<file path="src/rtl/acc_exec_pkg.sv">
// Shared definitions for the accumulator execute unit: opcode values,
// internal ALU operation codes and the status flag layout.
// Assumes a 6-bit opcode field; the data width is set per instance.
package acc_exec_pkg;

    localparam int OPC_W = 6;

    localparam logic [OPC_W-1:0] OPC_ADD_IMM = 6'b110001;
    localparam logic [OPC_W-1:0] OPC_SUB_IMM = 6'b110010;
    localparam logic [OPC_W-1:0] OPC_AND_IMM = 6'b110011;
    localparam logic [OPC_W-1:0] OPC_OR_IMM  = 6'b110100;
    localparam logic [OPC_W-1:0] OPC_INVERT  = 6'b110101;
    localparam logic [OPC_W-1:0] OPC_NIBSWAP = 6'b110110;
    localparam logic [OPC_W-1:0] OPC_ADD_MEM = 6'b010001;

    typedef enum logic [2:0] {
        ALU_ADD,
        ALU_SUB,
        ALU_AND,
        ALU_OR,
        ALU_INV,
        ALU_SWAP,
        ALU_HOLD
    } alu_op_e;

    // bit 3 negative, bit 2 zero, bit 1 carry, bit 0 overflow
    typedef struct packed {
        logic neg;
        logic zero;
        logic carry;
        logic ovf;
    } status_t;

endpackage

</file>
<file path="src/rtl/acc_opc_decode.sv">
// Opcode decoder: maps the opcode field to an ALU operation and marks
// memory-operand and unknown opcodes. Purely combinational.
// Assumes the opcode values defined in acc_exec_pkg.
module acc_opc_decode
    import acc_exec_pkg::*;
(
    input  logic [OPC_W-1:0] opc,
    output alu_op_e          op,
    output logic             uses_mem,
    output logic             unknown
);

    // Translate opcode to operation class and side information.
    always_comb begin
        op       = ALU_HOLD;
        uses_mem = 1'b0;
        unknown  = 1'b0;
        case (opc)
            OPC_ADD_IMM: op = ALU_ADD;
            OPC_SUB_IMM: op = ALU_SUB;
            OPC_AND_IMM: op = ALU_AND;
            OPC_OR_IMM:  op = ALU_OR;
            OPC_INVERT:  op = ALU_INV;
            OPC_NIBSWAP: op = ALU_SWAP;
            OPC_ADD_MEM: begin
                op       = ALU_ADD;
                uses_mem = 1'b1;
            end
            default:     unknown = 1'b1;
        endcase
    end

endmodule

</file>
<file path="src/rtl/acc_alu.sv">
// Combinational arithmetic/logic stage: computes a result and the four
// status flags from the accumulator value and one operand.
// Assumes DATA_W is even so that the nibble swap splits it in halves.
module acc_alu
    import acc_exec_pkg::*;
#(
    parameter int DATA_W = 8
) (
    input  alu_op_e           op,
    input  logic [DATA_W-1:0] a,
    input  logic [DATA_W-1:0] b,
    output logic [DATA_W-1:0] result,
    output status_t           status
);

    localparam int HALF = DATA_W / 2;
    localparam int MSB  = DATA_W - 1;

    logic [DATA_W:0] wide;
    logic            cy;
    logic            ov;

    // Compute result, carry and signed overflow for the selected operation.
    always_comb begin
        wide   = '0;
        result = a;
        cy     = 1'b0;
        ov     = 1'b0;
        case (op)
            ALU_ADD: begin
                wide   = {1'b0, a} + {1'b0, b};
                result = wide[MSB:0];
                cy     = wide[DATA_W];
                ov     = (a[MSB] == b[MSB]) && (result[MSB] != a[MSB]);
            end
            ALU_SUB: begin
                wide   = {1'b0, a} - {1'b0, b};
                result = wide[MSB:0];
                cy     = ~wide[DATA_W];
                ov     = (a[MSB] != b[MSB]) && (result[MSB] != a[MSB]);
            end
            ALU_AND:  result = a & b;
            ALU_OR:   result = a | b;
            ALU_INV:  result = ~a;
            ALU_SWAP: result = {a[HALF-1:0], a[MSB:HALF]};
            default:  result = a;
        endcase
    end

    // Pack the flags in the documented order.
    always_comb begin
        status.neg   = result[MSB];
        status.zero  = (result == '0);
        status.carry = cy;
        status.ovf   = ov;
    end

endmodule

</file>
<file path="src/rtl/acc_data_ram.sv">
// Small data memory with one write port and one registered read port.
// A read and a write to the same address on one edge return the old word.
// Contents are not reset; the user loads them before reading.
module acc_data_ram #(
    parameter int DATA_W = 8,
    parameter int DEPTH  = 16,
    parameter int ADDR_W = $clog2(DEPTH)
) (
    input  logic              clk,
    input  logic              wr_en,
    input  logic [ADDR_W-1:0] wr_addr,
    input  logic [DATA_W-1:0] wr_data,
    input  logic              rd_en,
    input  logic [ADDR_W-1:0] rd_addr,
    output logic [DATA_W-1:0] rd_data
);

    logic [DATA_W-1:0] cells [DEPTH];

    // Store write data into the addressed cell.
    always_ff @(posedge clk) begin
        if (wr_en) begin
            cells[wr_addr] <= wr_data;
        end
    end

    // Capture the addressed cell (pre-write contents) on a read request.
    always_ff @(posedge clk) begin
        if (rd_en) begin
            rd_data <= cells[rd_addr];
        end
    end

endmodule

</file>
<file path="src/rtl/acc_exec_unit.sv">
// Accumulator execute unit: decodes a 14-bit word, applies the ALU to the
// accumulator and an immediate or data-memory operand, and pulses done.
// Assumes a caller that tolerates the strobe being ignored for one cycle
// after a memory-operand word is accepted.
module acc_exec_unit
    import acc_exec_pkg::*;
#(
    parameter int DATA_W    = 8,
    parameter int MEM_DEPTH = 16
) (
    input  logic                            clk,
    input  logic                            rst_n,
    input  logic                            instr_valid,
    input  logic [OPC_W+DATA_W-1:0]         instr_word,
    input  logic                            mem_wr_en,
    input  logic [$clog2(MEM_DEPTH)-1:0]    mem_wr_addr,
    input  logic [DATA_W-1:0]               mem_wr_data,
    output logic [DATA_W-1:0]               acc_out,
    output logic [3:0]                      flags_out,
    output logic                            illegal_out,
    output logic                            done_out
);

    localparam int ADDR_W = $clog2(MEM_DEPTH);
    localparam int WORD_W = OPC_W + DATA_W;

    logic [DATA_W-1:0] acc_q;
    status_t           flags_q;
    logic              ill_q;
    logic              done_q;
    logic              pend_q;

    logic [OPC_W-1:0]  opc;
    logic [DATA_W-1:0] opnd;
    alu_op_e           dec_op;
    logic              dec_mem;
    logic              dec_unknown;
    logic              accept;
    alu_op_e           alu_op;
    logic [DATA_W-1:0] alu_b;
    logic [DATA_W-1:0] alu_res;
    status_t           alu_st;
    logic [DATA_W-1:0] ram_q;

    assign opc    = instr_word[WORD_W-1:DATA_W];
    assign opnd   = instr_word[DATA_W-1:0];
    assign accept = instr_valid && !pend_q;

    acc_opc_decode u_decode (
        .opc      (opc),
        .op       (dec_op),
        .uses_mem (dec_mem),
        .unknown  (dec_unknown)
    );

    acc_data_ram #(
        .DATA_W (DATA_W),
        .DEPTH  (MEM_DEPTH),
        .ADDR_W (ADDR_W)
    ) u_ram (
        .clk     (clk),
        .wr_en   (mem_wr_en),
        .wr_addr (mem_wr_addr),
        .wr_data (mem_wr_data),
        .rd_en   (accept && dec_mem),
        .rd_addr (opnd[ADDR_W-1:0]),
        .rd_data (ram_q)
    );

    // Select the operation and operand for the cycle being completed.
    always_comb begin
        alu_op = pend_q ? ALU_ADD : dec_op;
        alu_b  = pend_q ? ram_q : opnd;
    end

    acc_alu #(
        .DATA_W (DATA_W)
    ) u_alu (
        .op     (alu_op),
        .a      (acc_q),
        .b      (alu_b),
        .result (alu_res),
        .status (alu_st)
    );

    // Sequence accept, optional memory wait and write-back of the result.
    always_ff @(posedge clk) begin
        if (!rst_n) begin
            acc_q   <= '0;
            flags_q <= '0;
            ill_q   <= 1'b0;
            done_q  <= 1'b0;
            pend_q  <= 1'b0;
        end else begin
            done_q <= 1'b0;
            if (pend_q) begin
                acc_q   <= alu_res;
                flags_q <= alu_st;
                ill_q   <= 1'b0;
                done_q  <= 1'b1;
                pend_q  <= 1'b0;
            end else if (accept) begin
                if (dec_unknown) begin
                    ill_q  <= 1'b1;
                    done_q <= 1'b1;
                end else if (dec_mem) begin
                    pend_q <= 1'b1;
                end else begin
                    acc_q   <= alu_res;
                    flags_q <= alu_st;
                    ill_q   <= 1'b0;
                    done_q  <= 1'b1;
                end
            end
        end
    end

    assign acc_out     = acc_q;
    assign flags_out   = flags_q;
    assign illegal_out = ill_q;
    assign done_out    = done_q;

    // Immediate and unknown words complete on the next cycle.
    assert_imm_done_R8: assert property (@(posedge clk) disable iff (!rst_n)
        (accept && !dec_mem) |=> done_q);

    // Memory-form words show no completion one cycle after acceptance.
    assert_mem_gap_R8: assert property (@(posedge clk) disable iff (!rst_n)
        (accept && dec_mem) |=> (!done_q && pend_q));

    // A pending memory read always completes on the following edge.
    assert_mem_done_R9: assert property (@(posedge clk) disable iff (!rst_n)
        pend_q |=> (done_q && !pend_q));

    // An unknown opcode leaves accumulator and flags untouched.
    assert_unknown_hold_R10: assert property (@(posedge clk) disable iff (!rst_n)
        (done_q && ill_q) |-> (acc_q == $past(acc_q) && flags_q == $past(flags_q)));

    // Negative and zero flags agree with the accumulator after completion.
    assert_nz_match_R6: assert property (@(posedge clk) disable iff (!rst_n)
        (done_q && !ill_q) |-> (flags_q.zero == (acc_q == '0) && flags_q.neg == acc_q[DATA_W-1]));

endmodule

</file>
<file path="config.mk">
export PLATFORM = sky130hd
export DESIGN_NAME = acc_exec_unit
export DESIGN_NICKNAME = d
export VERILOG_FILES = /design/src/rtl/acc_exec_pkg.sv /design/src/rtl/acc_opc_decode.sv /design/src/rtl/acc_alu.sv /design/src/rtl/acc_data_ram.sv /design/src/rtl/acc_exec_unit.sv
export SDC_FILE = /design/constraint.sdc
export NUM_CORES = 1
export LEC_CHECK = 0
export ABC_AREA = 1
export ABC_CLOCK_PERIOD_IN_PS = 3150
export BUFFER_PORTS_ARGS = -buffer_cell sky130_fd_sc_hd__buf_2
export CORE_ASPECT_RATIO = 1.4
export CORE_MARGIN = 2
export CORE_UTILIZATION = 50
export CTS_CLUSTER_DIAMETER = 60
export DETAILED_ROUTE_END_ITERATION = 16
export PLACE_DENSITY = 0.67
export SLEW_MARGIN = 30
export SYNTH_ARGS = -nofsm -noshare
export SYNTH_HDL_FRONTEND = slang
export SYNTH_HIERARCHICAL = 1
export SYNTH_SLANG_ARGS = --single-unit
</file>
<file path="constraint.sdc">
create_clock -name clk -period 3.15 [get_ports clk]
set_input_delay 0.4725 -clock clk [delete_from_list [all_inputs] [get_ports clk]]
set_output_delay 0.4725 -clock clk [all_outputs]
set_load 0.02 [all_outputs]
</file>
Word level (Yosys, flattened, before mapping)
Memory sizes are Yosys's and may differ from the RTL's. A register that Yosys moved wholly into a read port is not among the register bits.
Cells that the tools add are included.
Cells by class
  $add $sub $neg: 2
  multipliers: 0
  div/mod/pow operators: 0
  magnitude comparators: 0
  equality and inequality tests: 18
  shift operators: 0
  multiplexer cells: 24
  bitwise logic cells: 7
  reductions and logical operators: 15
Operator list (number)
  8-bit case mux with 6 select lines: 1
  8-bit two-way mux: 5
  6-bit equality test, second input constant: 6
  3-bit case mux with 6 select lines: 1
  4-bit two-way mux: 4
  1-bit two-way mux: 10
  8-bit by 8-bit adder with 9-bit output: 1
  8-bit by 8-bit subtractor with 9-bit output: 1
  8-bit bitwise AND: 1
  8-bit logical NOT: 1
  8-bit inverter: 1
  8-bit bitwise OR: 1
  7-bit OR reduction: 1
  3-bit by 2-bit equality test with 1-bit output, second input constant: 2
  3-bit equality test, second input constant: 2
  6-bit by 5-bit equality test with 1-bit output, second input constant: 1
  1-bit logical AND: 4
  2-bit inequality test, second input constant: 2
  1-bit inverter: 4
  1-bit case mux with 2 select lines: 2
  2-bit nonzero test: 2
  2-bit OR reduction: 2
  4-bit OR reduction: 1
  3-bit by 1-bit equality test with 1-bit output, second input constant: 1
  7 further kinds: 9
Word-level totals
  register bits after elaboration: 15
  latch bits: 0
  memory bits (writable): 128
  ROM bits: 0
  bits of input ports: 30
  output and inout port bits: 14
  logic and storage cells: 75
  memories kept: 1
Memory list
  u_ram.cells: depth 16, width 8, rd ports 1, clocked after Yosys merged registers in 1, wr ports 1, RTL line acc_data_ram.sv:18  | logic [DATA_W-1:0] cells [DEPTH];

Longest topological paths before layout
  depth after elaboration: 11
  mapped depth: 23
  depth with buffers taken out: 23

Cells and area by module
The synthesis kept the hierarchy.
By module, submodules not included
  acc_data_ram: instances 1, cells each 551, area each 5846.9 µm², seq. area each 4083.9 µm²
  acc_alu: instances 1, cells each 277, area each 1473.9 µm², seq. area each 0.0 µm²
  acc_exec_unit: instances 1, cells each 131, area each 770.7 µm², seq. area each 300.3 µm²
  acc_opc_decode: instances 1, cells each 31, area each 135.1 µm², seq. area each 0.0 µm²

Worst setup path after synthesis
No wires, ideal clock.
  kind: register to register
  start: register pend_q
  end: register flags_q (netlist bit flags_out[2])
  data arrival time: 2.244 ns
  required time: 3.086 ns
  slack: 0.843 ns
  cell stages (with the launch flop): 17
  cell sequence: dfxtp_1 -> inv_2 -> buf_2 -> nand2_1 -> nand2_1 -> ha_1 -> fa_1 -> or2_2 -> nand3_1 -> nand3_1 -> nor2_1 -> nand3_1 -> nor2_1 -> nand3_1 -> nor2_1 -> nor2_1 -> nor2_1
RTL lines
  from (decl): RTL line acc_exec_unit.sv:31  | logic pend_q;
  from (signal assigned): RTL line acc_exec_unit.sv:93  | pend_q <= 1'b0;
  from (signal assigned): RTL line acc_exec_unit.sv:101  | pend_q <= 1'b0;
  from (signal assigned): RTL line acc_exec_unit.sv:107  | pend_q <= 1'b1;
  to (signal assigned): RTL line acc_exec_unit.sv:98  | flags_q <= alu_st;
  to (signal assigned): RTL line acc_exec_unit.sv:110  | flags_q <= alu_st;
  to (decl): RTL line acc_exec_unit.sv:28  | status_t flags_q;

==> flow_summary.ini <==
[critical_path]
critPathSlowestCell = dfxtp_1
worstPathMaxFanout = 17
r2r_cells = 15
cp-end-kind = flip-flop
crit_type = flip-flop to flip-flop
cp.required_ps = 3500
arrival_ps = 2980
cp_slowest_stage_delay_ps = 410
crit_path_start_kind = flip-flop
r2r-start = pend_q
crit_top_cell = nor2_1
cp_cell_sequence = inv_2 -> nand2_1 -> nand2_1 -> ha_1 -> fa_1 -> or2_2 -> nand3_1 -> nand3_1 -> nor2_1 -> nand3_1 -> nor2_1 -> nand3_1 -> nor2_1 -> nor2_1 -> nor2_1
r2r_setup_slack_ps = 530
worstReg2RegEnd = flags_out[2]

[logic_synthesis]
synthMuxAreaShare_pct = 0
synth_top_area_share_pct = 49.6
yosys.area_share.adder_pct = 4.29
syn-num-nets = 1047
synth_top_family_by_area = simple AND/OR/NAND/NOR gates
syn_area_um2 = 8230
synth-seq-cells = 151
synth-seq-area-share_pct = 53.3
synth.largest_area_cell = edfxtp_1
yosys_warnings = 6
synth-simple-area-share_pct = 28.8
ys_types = 30
synthXorXnorAreaFrac_pct = 0.106
ys_top_cells_by_area = edfxtp_1, nand2_1, nand3_1, inv_1, nor2_1
synth_compound_area_share_pct = 1.89
syn_avg_cell_area_um2 = 8.31
postSynthCellCount = 990

[global_route]
grt_pass1_wl_um = 31200
grt_max_degree = 66
busiest_layer = met2
grt_use_met3_pct = 3.30
grt_overflow = 0
antenna_found_initial = 0
use_met2_pct = 45.8
first_global_vias = 6012
grt.total_usage_pct = 23.6
use_met1_pct = 24.9

[die]
coreArea_um2 = 16200
ios = 44
die_h_um = 156
die_area_um2 = 17500
rows = 55
fp.dieW_um = 112
start_util_pct = 50.9

[timing]
fmax_mhz = 381
rsz0062_at_grt = false
totalNegativeSetupSlack_ps = 0
worst_pin_slew_ps = 843
period_share_pct = 83.2
fin_crit_ps = 2620
clock-skew-final_ps = 13.1
finalSetupViolCount = 0
slew_headroom_pct = 43.6
finalHoldViolCount = 0
maxSlewViolCount = 0

[cells_and_area]
fillers = 1468
seq_area_um2 = 4380
area_growth_pct = 11.4
drive_gt1_share_pct = 10.0
fin_nets = 1082
diodes = 0
multi_input_area_um2 = 2890
fin_util_pct = 56.7

[routing]
drc = 0
vias_per_cell = 5.11
avgRoutedWirePerCell_um = 16.0
vias = 6316
wl_um = 19800
dr.pass1.iters = 5
dr.first_iter.drc_count = 474
drtAntennaViolNets = 0

[cts]
cts_resized = 0
cts_tree = yes
clock_sinks = 151
hold_buffers = 0
clk_pin_slew_ps = 70
htree_num_levels = 4
cts_buffers = 17
cts_buffer_depth = 2
worst_skew_pair.late_latency_ps = 420
postCtsSetupRepairBufs = 0
root_buffer = clkbuf_16

[flow_run]
maxCapViolations = 0

[worst_hold_path]
hold_path_end = pend_q
worstHoldStart = instr_valid
min_path_cells = 3
hold_class = primary input to flip-flop

[status]
outcome = completed

[placement]
io_buffers = 43
gp_congestion = 0.952
post-dp-hpwl_um = 14200

[power]
ir_drop_uv = 639
p_per_area_nw_per_um2 = 529
leakagePower_nw = 4.41
[state kept, by name, indices dropped and copies added (netlist names)]
name	count
done_out	1
acc_out	8
flags_out	4
u_ram/cells	128
u_ram/rd_data	8
illegal_out	1
pend_q	1
[worst max-delay path: cells and delay by family, from the launching register on]
kind	cells	cell delay [ps]
adders and majority gates	2	640
buffers and inverters	1	170
DFF	1	410
and+or+nand+nor	12	1320
[how the worst max path moves through the flow]
stage / startpoint / to / slack (ps)
after global routing: pend_q / flags_out[2] / 240
after detailed placement: instr_word[8] / flags_out[2] / 420
final: pend_q / flags_out[2] / 530
after floorplan: pend_q / flags_out[2] / 840
after global placement: instr_word[8] / flags_out[2] / 470
after CTS: pend_q / flags_out[2] / 500
[logic make-up after synthesis]
family / count (synthesis)
buf+inv: 226
xor+xnor: 1
simple gates: 556
compound gates: 29
flops: 151
fa+ha+maj: 27
[synth_stat cells, drive strengths merged]
library cell / number
nand4: 10
ha: 25
o21ai: 10
or2: 1
edfxtp: 136
nor2: 88
inv: 188
dfxtp: 15
nand2: 292
nor4: 1
o211ai: 1
xor2: 1
fa: 2
a21oi: 13
nand3: 160
and2: 1
nand3b: 3
o31ai: 1
buf: 38
o22ai: 4
[power by group]
part	leakage (nW)	internal, mW	switching (mW)
sequential	1.35	2.23	0.0176
clock	0.310	1.29	0.867
combinational	2.75	0.136	0.320
[per-layer routing]
layer / share of wire (%) / routed length, um
met2: 56 / 11000
met5: 0 / 0
met3: 3.6 / 707
met4: 3.9 / 778
met1: 37 / 7300
[area by class of cell]
type                       instances  share of cell area (%)
clock inverter                    15                    2.21
clock buffer                      17                    4.64
inverter                         188                    7.73
sequential                       151                    47.8
timing repair buffer              54                    3.39
tap                              199                    2.72
multi-input combinational        613                    31.5
[through the flow]
| stage | worst slack [ps] | power [mW] | instance area (um2) | cells | hold WS [ps] |
|---|---|---|---|---|---|
| 2_1_floorplan | 843 | 2.59 | 8230 | 990 | 545 |
| 3_3_place_gp | 465 | 2.74 | 8540 | 1205 | 462 |
| 3_5_place_dp | 419 | 2.74 | 8540 | 1205 | 465 |
| 4_1_cts | 503 | 4.89 | 9170 | 1237 | 374 |
| 5_1_grt | 244 | 5.03 | 9170 | 1237 | 394 |
| 6_report | 528 | 4.85 | 9170 | 1237 | 381 |
[layout by cell type, fill, tap and decap left out, types with 2 or more instances in the layout]
master     Yosys  final
fa_1           2      2
nand3b_1       3      3
o21ai_0       10     10
nand2_2        2      2
inv_8          0      3
edfxtp_1     136    136
nand4_1       10     10
o22ai_1        4      4
bufinv_16      0      3
nor2_2         3      3
inv_2          7      7
clkbuf_16      0     17
nand3_1      158    158
buf_2         19     43
nand2_1      289    289
buf_4         10     10
ha_1          25     25
inv_6          0      8
nand3_2        2      2
dfxtp_1       15     15
a21oi_1       13     13
inv_1        180    180
nor2_1        84     84
(Power assumes the default switching activity.)
